File: config.mk
export PLATFORM = sky130hd
export DESIGN_NAME = gpio_pin_regs
export DESIGN_NICKNAME = d
export VERILOG_FILES = /design/src/rtl/gpio_pin_pkg.sv /design/src/rtl/gpio_addr_dec.sv /design/src/rtl/gpio_bank.sv /design/src/rtl/gpio_in_sync.sv /design/src/rtl/gpio_pad_map.sv /design/src/rtl/gpio_pin_regs.sv
export SDC_FILE = /design/constraint.sdc
export NUM_CORES = 1
export LEC_CHECK = 0
export CAP_MARGIN = 25
export CELL_PAD_IN_SITES_DETAIL_PLACEMENT = 1
export CELL_PAD_IN_SITES_GLOBAL_PLACEMENT = 1
export CORE_ASPECT_RATIO = 1.4
export CORE_MARGIN = 3
export CORE_UTILIZATION = 35
export DETAILED_ROUTE_END_ITERATION = 7
export GPL_TIMING_DRIVEN = 1
export PLACE_DENSITY_LB_ADDON = 0.2
export SETUP_SLACK_MARGIN = 0.1
export SYNTH_ARGS = -nofsm -noshare
export SYNTH_HDL_FRONTEND = slang
export SYNTH_SLANG_ARGS = --single-unit
export TNS_END_PERCENT = 10
File: constraint.sdc
create_clock -name clk_i -period 2 [get_ports clk_i]
set_input_delay 0.2 -clock clk_i [delete_from_list [all_inputs] [get_ports clk_i]]
set_output_delay 0.2 -clock clk_i [all_outputs]
set_load 0.01 [all_outputs]
File: src/rtl/gpio_pin_pkg.sv
package gpio_pin_pkg;
  typedef enum logic [2:0] {
    RK_NONE, RK_STATE, RK_DIR, RK_TYPE, RK_PULL, RK_SET, RK_CLR
  } reg_kind_e;

  localparam logic [7:0] BASE_STATE = 8'h10;
  localparam logic [7:0] BASE_DIR   = 8'h60;
  localparam logic [7:0] BASE_TYPE  = 8'h64;
  localparam logic [7:0] BASE_PULL  = 8'h68;
  localparam logic [7:0] BASE_SET   = 8'h6C;
  localparam logic [7:0] BASE_CLR   = 8'h70;
  localparam int WIN_BITS = 2;
  // hole inside the direction window
  localparam int DIR_GAP = 2;

  typedef struct packed {
    logic oe;
    logic out;
    logic od;
    logic pull_en;
    logic pull_up;
    logic ibuf_en;
  } pad_ctl_t;
endpackage

File: src/rtl/gpio_addr_dec.sv
module gpio_addr_dec
  import gpio_pin_pkg::*;
#(
  parameter int NUM_BANKS = 3,
  parameter int BIDX_W    = 2
) (
  input  logic [7:0]        addr_i,
  output reg_kind_e         kind_o,
  output logic [BIDX_W-1:0] bank_o
);
  logic [7:0] wbase;
  int         ofs;

  assign wbase = {addr_i[7:WIN_BITS], {WIN_BITS{1'b0}}};
  assign ofs   = int'(addr_i[WIN_BITS-1:0]);

  always_comb begin
    kind_o = RK_NONE;
    bank_o = '0;
    if (wbase == BASE_DIR) begin
      if (ofs < DIR_GAP) begin
        kind_o = RK_DIR;
        bank_o = BIDX_W'(ofs);
      end else if (ofs > DIR_GAP && (ofs - 1) < NUM_BANKS) begin
        kind_o = RK_DIR;
        bank_o = BIDX_W'(ofs - 1);
      end
    end else if (ofs < NUM_BANKS) begin
      bank_o = BIDX_W'(ofs);
      case (wbase)
        BASE_STATE: kind_o = RK_STATE;
        BASE_TYPE:  kind_o = RK_TYPE;
        BASE_PULL:  kind_o = RK_PULL;
        BASE_SET:   kind_o = RK_SET;
        BASE_CLR:   kind_o = RK_CLR;
        default:    kind_o = RK_NONE;
      endcase
    end
  end
endmodule

File: src/rtl/gpio_bank.sv
module gpio_bank
  import gpio_pin_pkg::*;
#(
  parameter int BANK_W = 8
) (
  input  logic              clk_i,
  input  logic              rst_ni,
  input  logic              wr_i,
  input  reg_kind_e         kind_i,
  input  logic [BANK_W-1:0] wdata_i,
  output logic [BANK_W-1:0] dir_o,
  output logic [BANK_W-1:0] type_o,
  output logic [BANK_W-1:0] pull_o,
  output logic [BANK_W-1:0] lat_o
);
  always_ff @(posedge clk_i or negedge rst_ni) begin
    if (!rst_ni) begin
      dir_o  <= '0;
      type_o <= '0;
      pull_o <= '0;
      lat_o  <= '0;
    end else if (wr_i) begin
      case (kind_i)
        RK_DIR:  dir_o  <= wdata_i;
        RK_TYPE: type_o <= wdata_i;
        RK_PULL: pull_o <= wdata_i;
        RK_SET:  lat_o  <= lat_o | wdata_i;
        RK_CLR:  lat_o  <= lat_o & ~wdata_i;
        default: ;
      endcase
    end
  end

  assert_set_R4: assert property (@(posedge clk_i) disable iff (!rst_ni)
    (wr_i && kind_i == RK_SET) |=>
      ((lat_o & $past(wdata_i)) == $past(wdata_i)) &&
      ((lat_o & ~$past(wdata_i)) == ($past(lat_o) & ~$past(wdata_i))));

  assert_clr_R5: assert property (@(posedge clk_i) disable iff (!rst_ni)
    (wr_i && kind_i == RK_CLR) |=>
      ((lat_o & $past(wdata_i)) == '0) &&
      ((lat_o & ~$past(wdata_i)) == ($past(lat_o) & ~$past(wdata_i))));

  assert_hold_R3: assert property (@(posedge clk_i) disable iff (!rst_ni)
    !wr_i |=> $stable(dir_o) && $stable(type_o) && $stable(pull_o) && $stable(lat_o));
endmodule

File: src/rtl/gpio_in_sync.sv
module gpio_in_sync #(
  parameter int W = 24
) (
  input  logic         clk_i,
  input  logic         rst_ni,
  input  logic [W-1:0] d_i,
  output logic [W-1:0] q_o
);
  logic [W-1:0] meta_q;

  always_ff @(posedge clk_i or negedge rst_ni) begin
    if (!rst_ni) begin
      meta_q <= '0;
      q_o    <= '0;
    end else begin
      meta_q <= d_i;
      q_o    <= meta_q;
    end
  end
endmodule

File: src/rtl/gpio_pad_map.sv
module gpio_pad_map
  import gpio_pin_pkg::*;
(
  input  logic     usable_i,
  input  logic     dir_i,
  input  logic     type_i,
  input  logic     pull_i,
  input  logic     lat_i,
  output pad_ctl_t ctl_o
);
  pad_ctl_t c;

  always_comb begin
    c.oe      = dir_i;
    c.out     = dir_i & lat_i;
    c.od      = dir_i & type_i;
    // output: pull only as open-drain pull-up; input: type enables the resistor
    c.pull_en = dir_i ? (type_i & pull_i) : type_i;
    c.pull_up = type_i & pull_i;
    // input with type 0 and pull 0 is analog
    c.ibuf_en = dir_i | type_i | pull_i;
    ctl_o     = usable_i ? c : '0;
  end
endmodule

File: src/rtl/gpio_pin_regs.sv
module gpio_pin_regs
  import gpio_pin_pkg::*;
#(
  parameter int BANK_W      = 8,
  parameter int NUM_BANKS   = 3,
  parameter int ALWAYS_PINS = 16,
  parameter int ALT_GRP_W   = 4,
  localparam int NUM_PINS   = BANK_W * NUM_BANKS,
  localparam int NUM_ALT    = (NUM_PINS - ALWAYS_PINS) / ALT_GRP_W
) (
  input  logic                clk_i,
  input  logic                rst_ni,
  input  logic [7:0]          addr_i,
  input  logic [BANK_W-1:0]   wdata_i,
  input  logic                we_i,
  input  logic                re_i,
  output logic [BANK_W-1:0]   rdata_o,
  input  logic [NUM_ALT-1:0]  alt_en_i,
  input  logic [NUM_PINS-1:0] pad_in_i,
  output logic [NUM_PINS-1:0] pad_oe_o,
  output logic [NUM_PINS-1:0] pad_out_o,
  output logic [NUM_PINS-1:0] pad_od_o,
  output logic [NUM_PINS-1:0] pad_pull_en_o,
  output logic [NUM_PINS-1:0] pad_pull_up_o,
  output logic [NUM_PINS-1:0] pad_ibuf_en_o
);
  localparam int BIDX_W = (NUM_BANKS > 1) ? $clog2(NUM_BANKS) : 1;

  reg_kind_e   kind;
  logic [BIDX_W-1:0] bank;

  logic [NUM_BANKS-1:0][BANK_W-1:0] dir_b, type_b, pull_b, lat_b, state_b;
  logic [NUM_PINS-1:0] dir_f, type_f, pull_f, lat_f, sync_f, usable;
  logic [BANK_W-1:0]   rd_mux;
  pad_ctl_t            ctl [NUM_PINS];

  gpio_addr_dec #(.NUM_BANKS(NUM_BANKS), .BIDX_W(BIDX_W)) u_dec (
    .addr_i (addr_i),
    .kind_o (kind),
    .bank_o (bank)
  );

  for (genvar b = 0; b < NUM_BANKS; b++) begin : g_bank
    gpio_bank #(.BANK_W(BANK_W)) u_bank (
      .clk_i   (clk_i),
      .rst_ni  (rst_ni),
      .wr_i    (we_i && (kind != RK_NONE) && (bank == BIDX_W'(b))),
      .kind_i  (kind),
      .wdata_i (wdata_i),
      .dir_o   (dir_b[b]),
      .type_o  (type_b[b]),
      .pull_o  (pull_b[b]),
      .lat_o   (lat_b[b])
    );
  end

  assign dir_f  = dir_b;
  assign type_f = type_b;
  assign pull_f = pull_b;
  assign lat_f  = lat_b;

  gpio_in_sync #(.W(NUM_PINS)) u_sync (
    .clk_i  (clk_i),
    .rst_ni (rst_ni),
    .d_i    (pad_in_i),
    .q_o    (sync_f)
  );

  for (genvar n = 0; n < NUM_PINS; n++) begin : g_pin
    if (n < ALWAYS_PINS) begin : g_fixed
      assign usable[n] = 1'b1;
    end else begin : g_alt
      assign usable[n] = alt_en_i[(n - ALWAYS_PINS) / ALT_GRP_W];
    end

    gpio_pad_map u_map (
      .usable_i (usable[n]),
      .dir_i    (dir_f[n]),
      .type_i   (type_f[n]),
      .pull_i   (pull_f[n]),
      .lat_i    (lat_f[n]),
      .ctl_o    (ctl[n])
    );

    assign pad_oe_o[n]      = ctl[n].oe;
    assign pad_out_o[n]     = ctl[n].out;
    assign pad_od_o[n]      = ctl[n].od;
    assign pad_pull_en_o[n] = ctl[n].pull_en;
    assign pad_pull_up_o[n] = ctl[n].pull_up;
    assign pad_ibuf_en_o[n] = ctl[n].ibuf_en;
  end

  // ibuf enable already carries the availability mask
  assign state_b = sync_f & pad_ibuf_en_o;

  always_comb begin
    case (kind)
      RK_STATE:        rd_mux = state_b[bank];
      RK_DIR:          rd_mux = dir_b[bank];
      RK_TYPE:         rd_mux = type_b[bank];
      RK_PULL:         rd_mux = pull_b[bank];
      RK_SET, RK_CLR:  rd_mux = lat_b[bank];
      default:         rd_mux = '0;
    endcase
  end

  always_ff @(posedge clk_i or negedge rst_ni) begin
    if (!rst_ni)   rdata_o <= '0;
    else if (re_i) rdata_o <= rd_mux;
  end

  assert_rdata_hold_R2: assert property (@(posedge clk_i) disable iff (!rst_ni)
    !re_i |=> $stable(rdata_o));

  assert_unmapped_read_R10: assert property (@(posedge clk_i) disable iff (!rst_ni)
    (re_i && kind == RK_NONE) |=> rdata_o == '0);

  assert_ignored_write_R10: assert property (@(posedge clk_i) disable iff (!rst_ni)
    (we_i && (kind == RK_NONE || kind == RK_STATE)) |=>
      $stable(dir_b) && $stable(type_b) && $stable(pull_b) && $stable(lat_b));

  assert_unusable_quiet_R9: assert property (@(posedge clk_i) disable iff (!rst_ni)
    ((pad_oe_o | pad_out_o | pad_od_o | pad_pull_en_o | pad_pull_up_o | pad_ibuf_en_o)
      & ~usable) == '0);
endmodule

# --- After elaboration in Yosys (flattened, before gate mapping) ---
# Cells that the tools add are included.
# W data, S select, Z words.
totals:
  regBits: 152
  latch_bits: 0
  mem_bits_rw: 0
  rom_bits: 0
  in_bits: 46
  word_cells: 239
  mem_count: 0
classes:
  addsub: 1
  mul: 0
  div: 0
  n_lt_le_gt_ge: 5
  eq_ne: 14
  shifts: 0
  muxes: 55
  bitwise_logic: 128
  reduce_logical: 21
ops:
  columns: ["cell", "count"]
  rows:
  - ["$bmux W8 S2", 5]
  - ["$and A1 B1 Y1", 72]
  - ["$mux W6", 8]
  - ["$or A1 B1 Y1", 48]
  - ["$pmux W8 S2", 3]
  - ["$mux W8", 5]
  - ["$pmux W8 S5", 1]
  - ["$lt A32 B3 Y1 const B", 1]
  - ["$eq A6 B5 Y1 const B", 5]
  - ["$and A24 B24 Y24", 1]
  - ["$and A8 B8 Y8", 3]
  - ["$mux W1", 24]
  - ["$or A8 B8 Y8", 3]
  - ["$reduce_and A2 Y1", 12]
  - ["$pmux W3 S5", 1]
  - ["$mux W2", 5]
  - ["$eq A3 B3 Y1 const B", 3]
  - ["$mux W3", 3]
  - ["$not A8 Y8", 1]
  - ["$eq A3 B2 Y1 const B", 2]
  - ["$eq A6 B3 Y1 const B", 1]
  - ["$logic_and A1 B1 Y1", 5]
  - ["$lt A2 B2 Y1 const B", 2]
  - ["$eq A3 B1 Y1 const B", 1]
  - ["other kinds (9)", 9]

# --- Depth between registers and ports, before layout ---
depth:
  depth_word: 10
  mapped_depth: 8
  depth_no_buf: 6

# --- Modules after synthesis ---
# From an unflattened synthesis, not the netlist that was laid out.
hier_totals:
  hier_cells: 775
  area_unflattened_um2: 8147.8
modules_own_cells:
  columns: ["module", "n_inst", "cells_each", "area_per_inst_um2"]
  rows:
  - ["gpio_bank", 3, 100, 1336.3]
  - ["gpio_pin_regs", 1, 218, 1665.3]
  - ["gpio_in_sync", 1, 48, 1201.2]
  - ["gpio_pad_map", 24, 8, 47.5]
  - ["gpio_addr_dec", 1, 17, 131.4]

# --- Worst setup path before layout ---
# No wires, ideal clock.
synth_path:
  path_type: "in2reg"
  from: "input port addr_i[7]"
  to: "register g_bank[2].u_bank.type_o[0]"
  setup_time_ns: 0.125
  arrival_ns: 1.710
  required_ns: 1.875
  path_slack_ns: 0.165
  stages: 5
  n_path_buf: 0
  path_cell_list: "and3b_1 nand2_1 or3_1 nor3_4 mux2_2"
synth_via:
  elab_chain_cells: 8
synth_lines:
  columns: ["element", "line", "rtl"]
  rows:
  - ["start: declaration", "gpio_pin_regs.sv:13", "input logic [7:0] addr_i,"]
  - ["$eq A6 B5 Y1 / $eq A6 B3 Y1 (equally long branches)", "gpio_addr_dec.sv:30", "case (wbase)"]
  - ["$pmux W3 S5", "gpio_addr_dec.sv:30", null]
  - ["$mux W3", "gpio_addr_dec.sv:28", "end else if (ofs < NUM_BANKS) begin"]
  - ["$mux W3", "gpio_addr_dec.sv:20", "if (wbase == BASE_DIR) begin"]
  - ["$reduce_bool A3 Y1", "gpio_pin_regs.sv:47", ".wr_i (we_i && (kind != RK_NONE) && (bank == BIDX_W'(b))),"]
  - ["$logic_and A1 B1 Y1 (2 in a row)", "gpio_pin_regs.sv:47", null]
  - ["$reduce_and A2 Y1 (no source line) *", null, null]
  - ["end signal: assignment", "gpio_bank.sv:25", "RK_TYPE: type_o <= wdata_i;"]
  - ["end: declaration", "gpio_bank.sv:12", "output logic [BANK_W-1:0] type_o,"]
# Mark *: on every way between the ends. The rest lies on a longest branch, timed or not.
# A chain may end at the register's enable or synchronous reset.

# --- Worst setup path in the final report ---
layout_path:
  from: "register g_bank[1].u_bank.dir_o[4]"
  to: "register rdata_o[4]"
layout_via:
  elab_chain_cells: 6
layout_lines:
  columns: ["element", "line", "rtl"]
  rows:
  - ["start: declaration", "gpio_bank.sv:11", "output logic [BANK_W-1:0] dir_o,"]
  - ["start signal: assignment", "gpio_bank.sv:24", "RK_DIR: dir_o <= wdata_i;"]
  - ["$or A1 B1 Y1 (2 in a row)", "gpio_pad_map.sv:21", "c.ibuf_en = dir_i | type_i | pull_i;"]
  - ["$and A24 B24 Y24", "gpio_pin_regs.sv:94", "assign state_b = sync_f & pad_ibuf_en_o;"]
  - ["$bmux W8 S2", "gpio_pin_regs.sv:98", "RK_STATE: rd_mux = state_b[bank];"]
  - ["$mux W8 (not written as such)", "gpio_pin_regs.sv:98", null]
  - ["$pmux W8 S5 *", "gpio_pin_regs.sv:97", "case (kind)"]
  - ["end signal: assignment", "gpio_pin_regs.sv:109", "else if (re_i) rdata_o <= rd_mux;"]
  - ["end: declaration", "gpio_pin_regs.sv:17", "output logic [BANK_W-1:0] rdata_o,"]
# Mark *: on every way between the ends. The rest lies on a longest branch, timed or not. The select of a mux whose other input is x is not followed.

==> flow_summary.yaml <==
clock_network:
  clock-sinks: 152
  cts_max_level: 4
  path_clk_slew_ns: 0.06
  numCtsBuffers: 17
  cts.path.max_buffers: 2
  cts_tree: "built"
  clock_latency_ns: 0.43
  cts_root_buf: "clkbuf_16"
grt:
  grt_max_degree: 52
  track_usage_pct: 24.9
  antenna_found_initial: 0
  grt_pass1_vias: 7577
  grt_overflow: 0
  grt_pass1_wl_um: 44400
yosys:
  ys_types: 58
  synth_edf_count: 0
  synth_ff_type: "dfrtp_1"
  synth_top_area_share_pct: 50.1
  yosysSeqAreaShare_pct: 50.1
  synth_fp_nets: 782
  synth_area_um2: 7600
  async_reset_ff_share_pct: 100
  synth.ff_latch_count: 152
  avgSynthCellArea_um2: 10.3
  synth_top_cells_by_area: "dfrtp_1 50%, mux2_2 9.8%, and2_1 4.8%"
  yosysTopAreaCell: "dfrtp_1"
  synthCells: 736
  yosys_warnings: 0
routing:
  antenna_left: 0
  drt-initial-drc-count: 500
  totalWireLength_um: 28900
  drc: 0
  vias_per_cell: 5.49
  vias: 7029
  dr.pass1.iters: 5
  wl_per_cell_um: 22.5
timing:
  fin_hold_ws_ns: 0.205
  finalCriticalPeriod_ns: 1.88
  worst_slew_pin_slew_ns: 0.597
  setup-violations-final: 0
  final_hold_viol_count: 0
  fin_worst_skew_ns: 0.00746
  rsz0062_at_grt: "yes"
  max_freq_mhz: 532
  setup_ws_ns: 0.119
  slew_headroom_pct: 60.1
  period_share_pct: 94.1
  drv_slew: 0
die:
  fp.dieW_um: 131
  rows: 63
  ios: 198
  fp.coreArea_um2: 21300
  dieArea_um2: 23500
  start_util_pct: 35.7
  die_h_um: 180
worst_setup_path:
  worstReg2RegEnd: "rdata_o[4]$_DFFE_PN0P_"
  startpoint: "g_bank[1].u_bank.dir_o[4]$_DFFE_PN0P_"
  crit_arrival_ns: 2.18
  reg2reg_depth: 6
  crit_fanout: 2
  regToRegStartpoint: "g_bank[1].u_bank.dir_o[4]$_DFFE_PN0P_"
  critPathLaunchType: "register"
  worst-r2r-setup-slack_ns: 0.12
  path_class: "reg2reg"
  required_ns: 2.30
  critPathCaptureType: "register"
hold_path:
  hold_path_end: "u_sync.meta_q[10]$_DFF_PN0_"
  min_from: "pad_in_i[10]"
  whs_path_depth: 1
  hp-class: "in2reg"
placed_design:
  place_hpwl_um: 21700
  place_worst_setup_slack_ns: -0.519
  io_buffers: 197
  gp_congestion: 0.871
cells_and_area:
  multi_input_area_um2: 3430
  register_area_um2: 3840
  nets: 1054
  n_antenna_cell: 0
  nFillCells: 2311
  fin_util_pct: 52.9
  drive_gt1_share_pct: 25.5
  area_growth_pct: 48.1
power_and_ir_drop:
  p_sw_share_pct: 24.4
  leakage_nw: 5.35
  power.density_nw_per_um2: 629
  pwr-share-comb_pct: 9.9
  power_frac_seq_pct: 45.5
  p_switching_mw: 1.72
  power_frac_clock_pct: 44.6
  ir_worst_vdd_uv: 575
  p_int_mw: 5.35
run:
  drv_cap: 0
status:
  status: "finished, final reports clean"
[kinds of logic (layout without fill, tap and decap cells)]
group	after synthesis	after routing	share of synthesized area, %
mux	68	68	10.0
xor+xnor	1	1	0.115
simple gates	231	231	17.2
compound gates	201	201	17.4
buf+inv	83	368	5.25
flops	152	152	50.1
[how the worst max path moves through the flow]
stage	end	slack (ns)	cells past startpoint
3_5_place_dp	g_bank[2].u_bank.type_o[2]$_DFFE_PN0P_	-0.52	9
4_1_cts	pad_ibuf_en_o[11]	0.01	2
5_1_grt	rdata_o[4]$_DFFE_PN0P_	0.001	6
2_1_floorplan	g_bank[2].u_bank.type_o[0]$_DFFE_PN0P_	0.16	5
6_report	rdata_o[4]$_DFFE_PN0P_	0.12	6
3_3_place_gp	rdata_o[5]$_DFFE_PN0P_	-0.41	10
[power groups by stage]
stage / clock network, mW / registers (mW) / logic [mW]
6_report: 3.15 / 3.22 / 0.703
5_1_grt: 3.35 / 3.23 / 0.757
4_1_cts: 3.20 / 3.22 / 0.710
3_5_place_dp: 0 / 3.27 / 0.705
3_3_place_gp: 0 / 3.27 / 0.697
2_1_floorplan: 0 / 3.25 / 0.273
[metal layers]
metal	track usage (%)	vias to the layer above	part of all wire, %
met5	0	-	0
met4	9.10	0	3.4
met3	3.91	66	4.6
met2	41.5	248	51
met1	32.2	3540	41
li1	-	3175	-
[repair_timing]
| item | CTS | global route |
|---|---|---|
| gates resized for setup | 16 | 68 |
| hold buffers | 1 | 0 |
| pin swaps | 3 | 0 |
| setup endpoints to repair | 100 | 63 |
| setup buffers | 1 | 0 |
| hold endpoints to repair | 38 | 0 |
[critical path, cell delays in order, from the launching register on]
cell	delay [ns]
dfrtp_1	0.39
or3_4	0.37
and3_1	0.18
a31oi_2	0.16
mux2i_1	0.10
o2bb2ai_1	0.13
o41a_1	0.42
[through the flow]
| step | area (um2) | setup TNS, ns | instances | power, mW |
|---|---|---|---|---|
| 4_1_cts | 11100 | 0 | 1281 | 7.13 |
| 2_1_floorplan | 7600 | 0 | 736 | 3.52 |
| 3_3_place_gp | 10500 | -30.71 | 1247 | 3.97 |
| 6_report | 11300 | 0 | 1281 | 7.08 |
| 5_1_grt | 11300 | 0 | 1281 | 7.33 |
| 3_5_place_dp | 10500 | -37.70 | 1247 | 3.98 |
[layout by cell type, fill, tap and decap left out, drive strengths merged, types with 3 or more instances in the layout]
master / Yosys / routed
a21oi: 49 / 49
a21o: 3 / 3
o21ai: 38 / 38
nand2b: 12 / 12
nand3: 16 / 16
o22ai: 5 / 5
a31oi: 29 / 29
dlygate4sd2: 0 / 8
nand2: 46 / 46
buf: 32 / 114
clkbuf: 24 / 21
clkdlybuf4s50: 0 / 153
or3: 20 / 20
a22oi: 9 / 9
nor4: 4 / 4
dfrtp: 152 / 152
a221oi: 3 / 3
nor2: 33 / 33
a32oi: 5 / 5
clkinv: 0 / 5
nor3: 3 / 3
o21a: 4 / 4
o31a: 8 / 8
inv: 27 / 29
and2: 59 / 59
o221ai: 11 / 11
mux2: 66 / 66
o2bb2ai: 4 / 4
and3: 27 / 27
nor2b: 3 / 3
a21boi: 18 / 18
o211a: 3 / 3
dlymetal6s2s: 0 / 33
[synthesized netlist by cell type, drive strengths merged, types with 3 or more instances]
library cell and instances:
a21boi 18, a21o 3, a21oi 49, a221oi 3
a22oi 9, a31oi 29, a32oi 5, and2 59
and3 27, buf 32, clkbuf 24, dfrtp 152
inv 27, mux2 66, nand2 46, nand2b 12
nand3 16, nor2 33, nor2b 3, nor3 3
nor4 4, o211a 3, o21a 4, o21ai 38
o221ai 11, o22ai 5, o2bb2ai 4, o31a 8
or3 20
[area by class of cell]
class                           instances  area share (%)
Clock buffer                           21            4.00
Clock inverter                         11            1.08
Inverter                               27           0.901
Multi-Input combinational cell        501            30.4
Sequential cell                       152            34.1
Tap cell                              260            2.89
Timing Repair Buffer                  309            26.5
No activity file was read; power rests on OpenSTA's default activity.
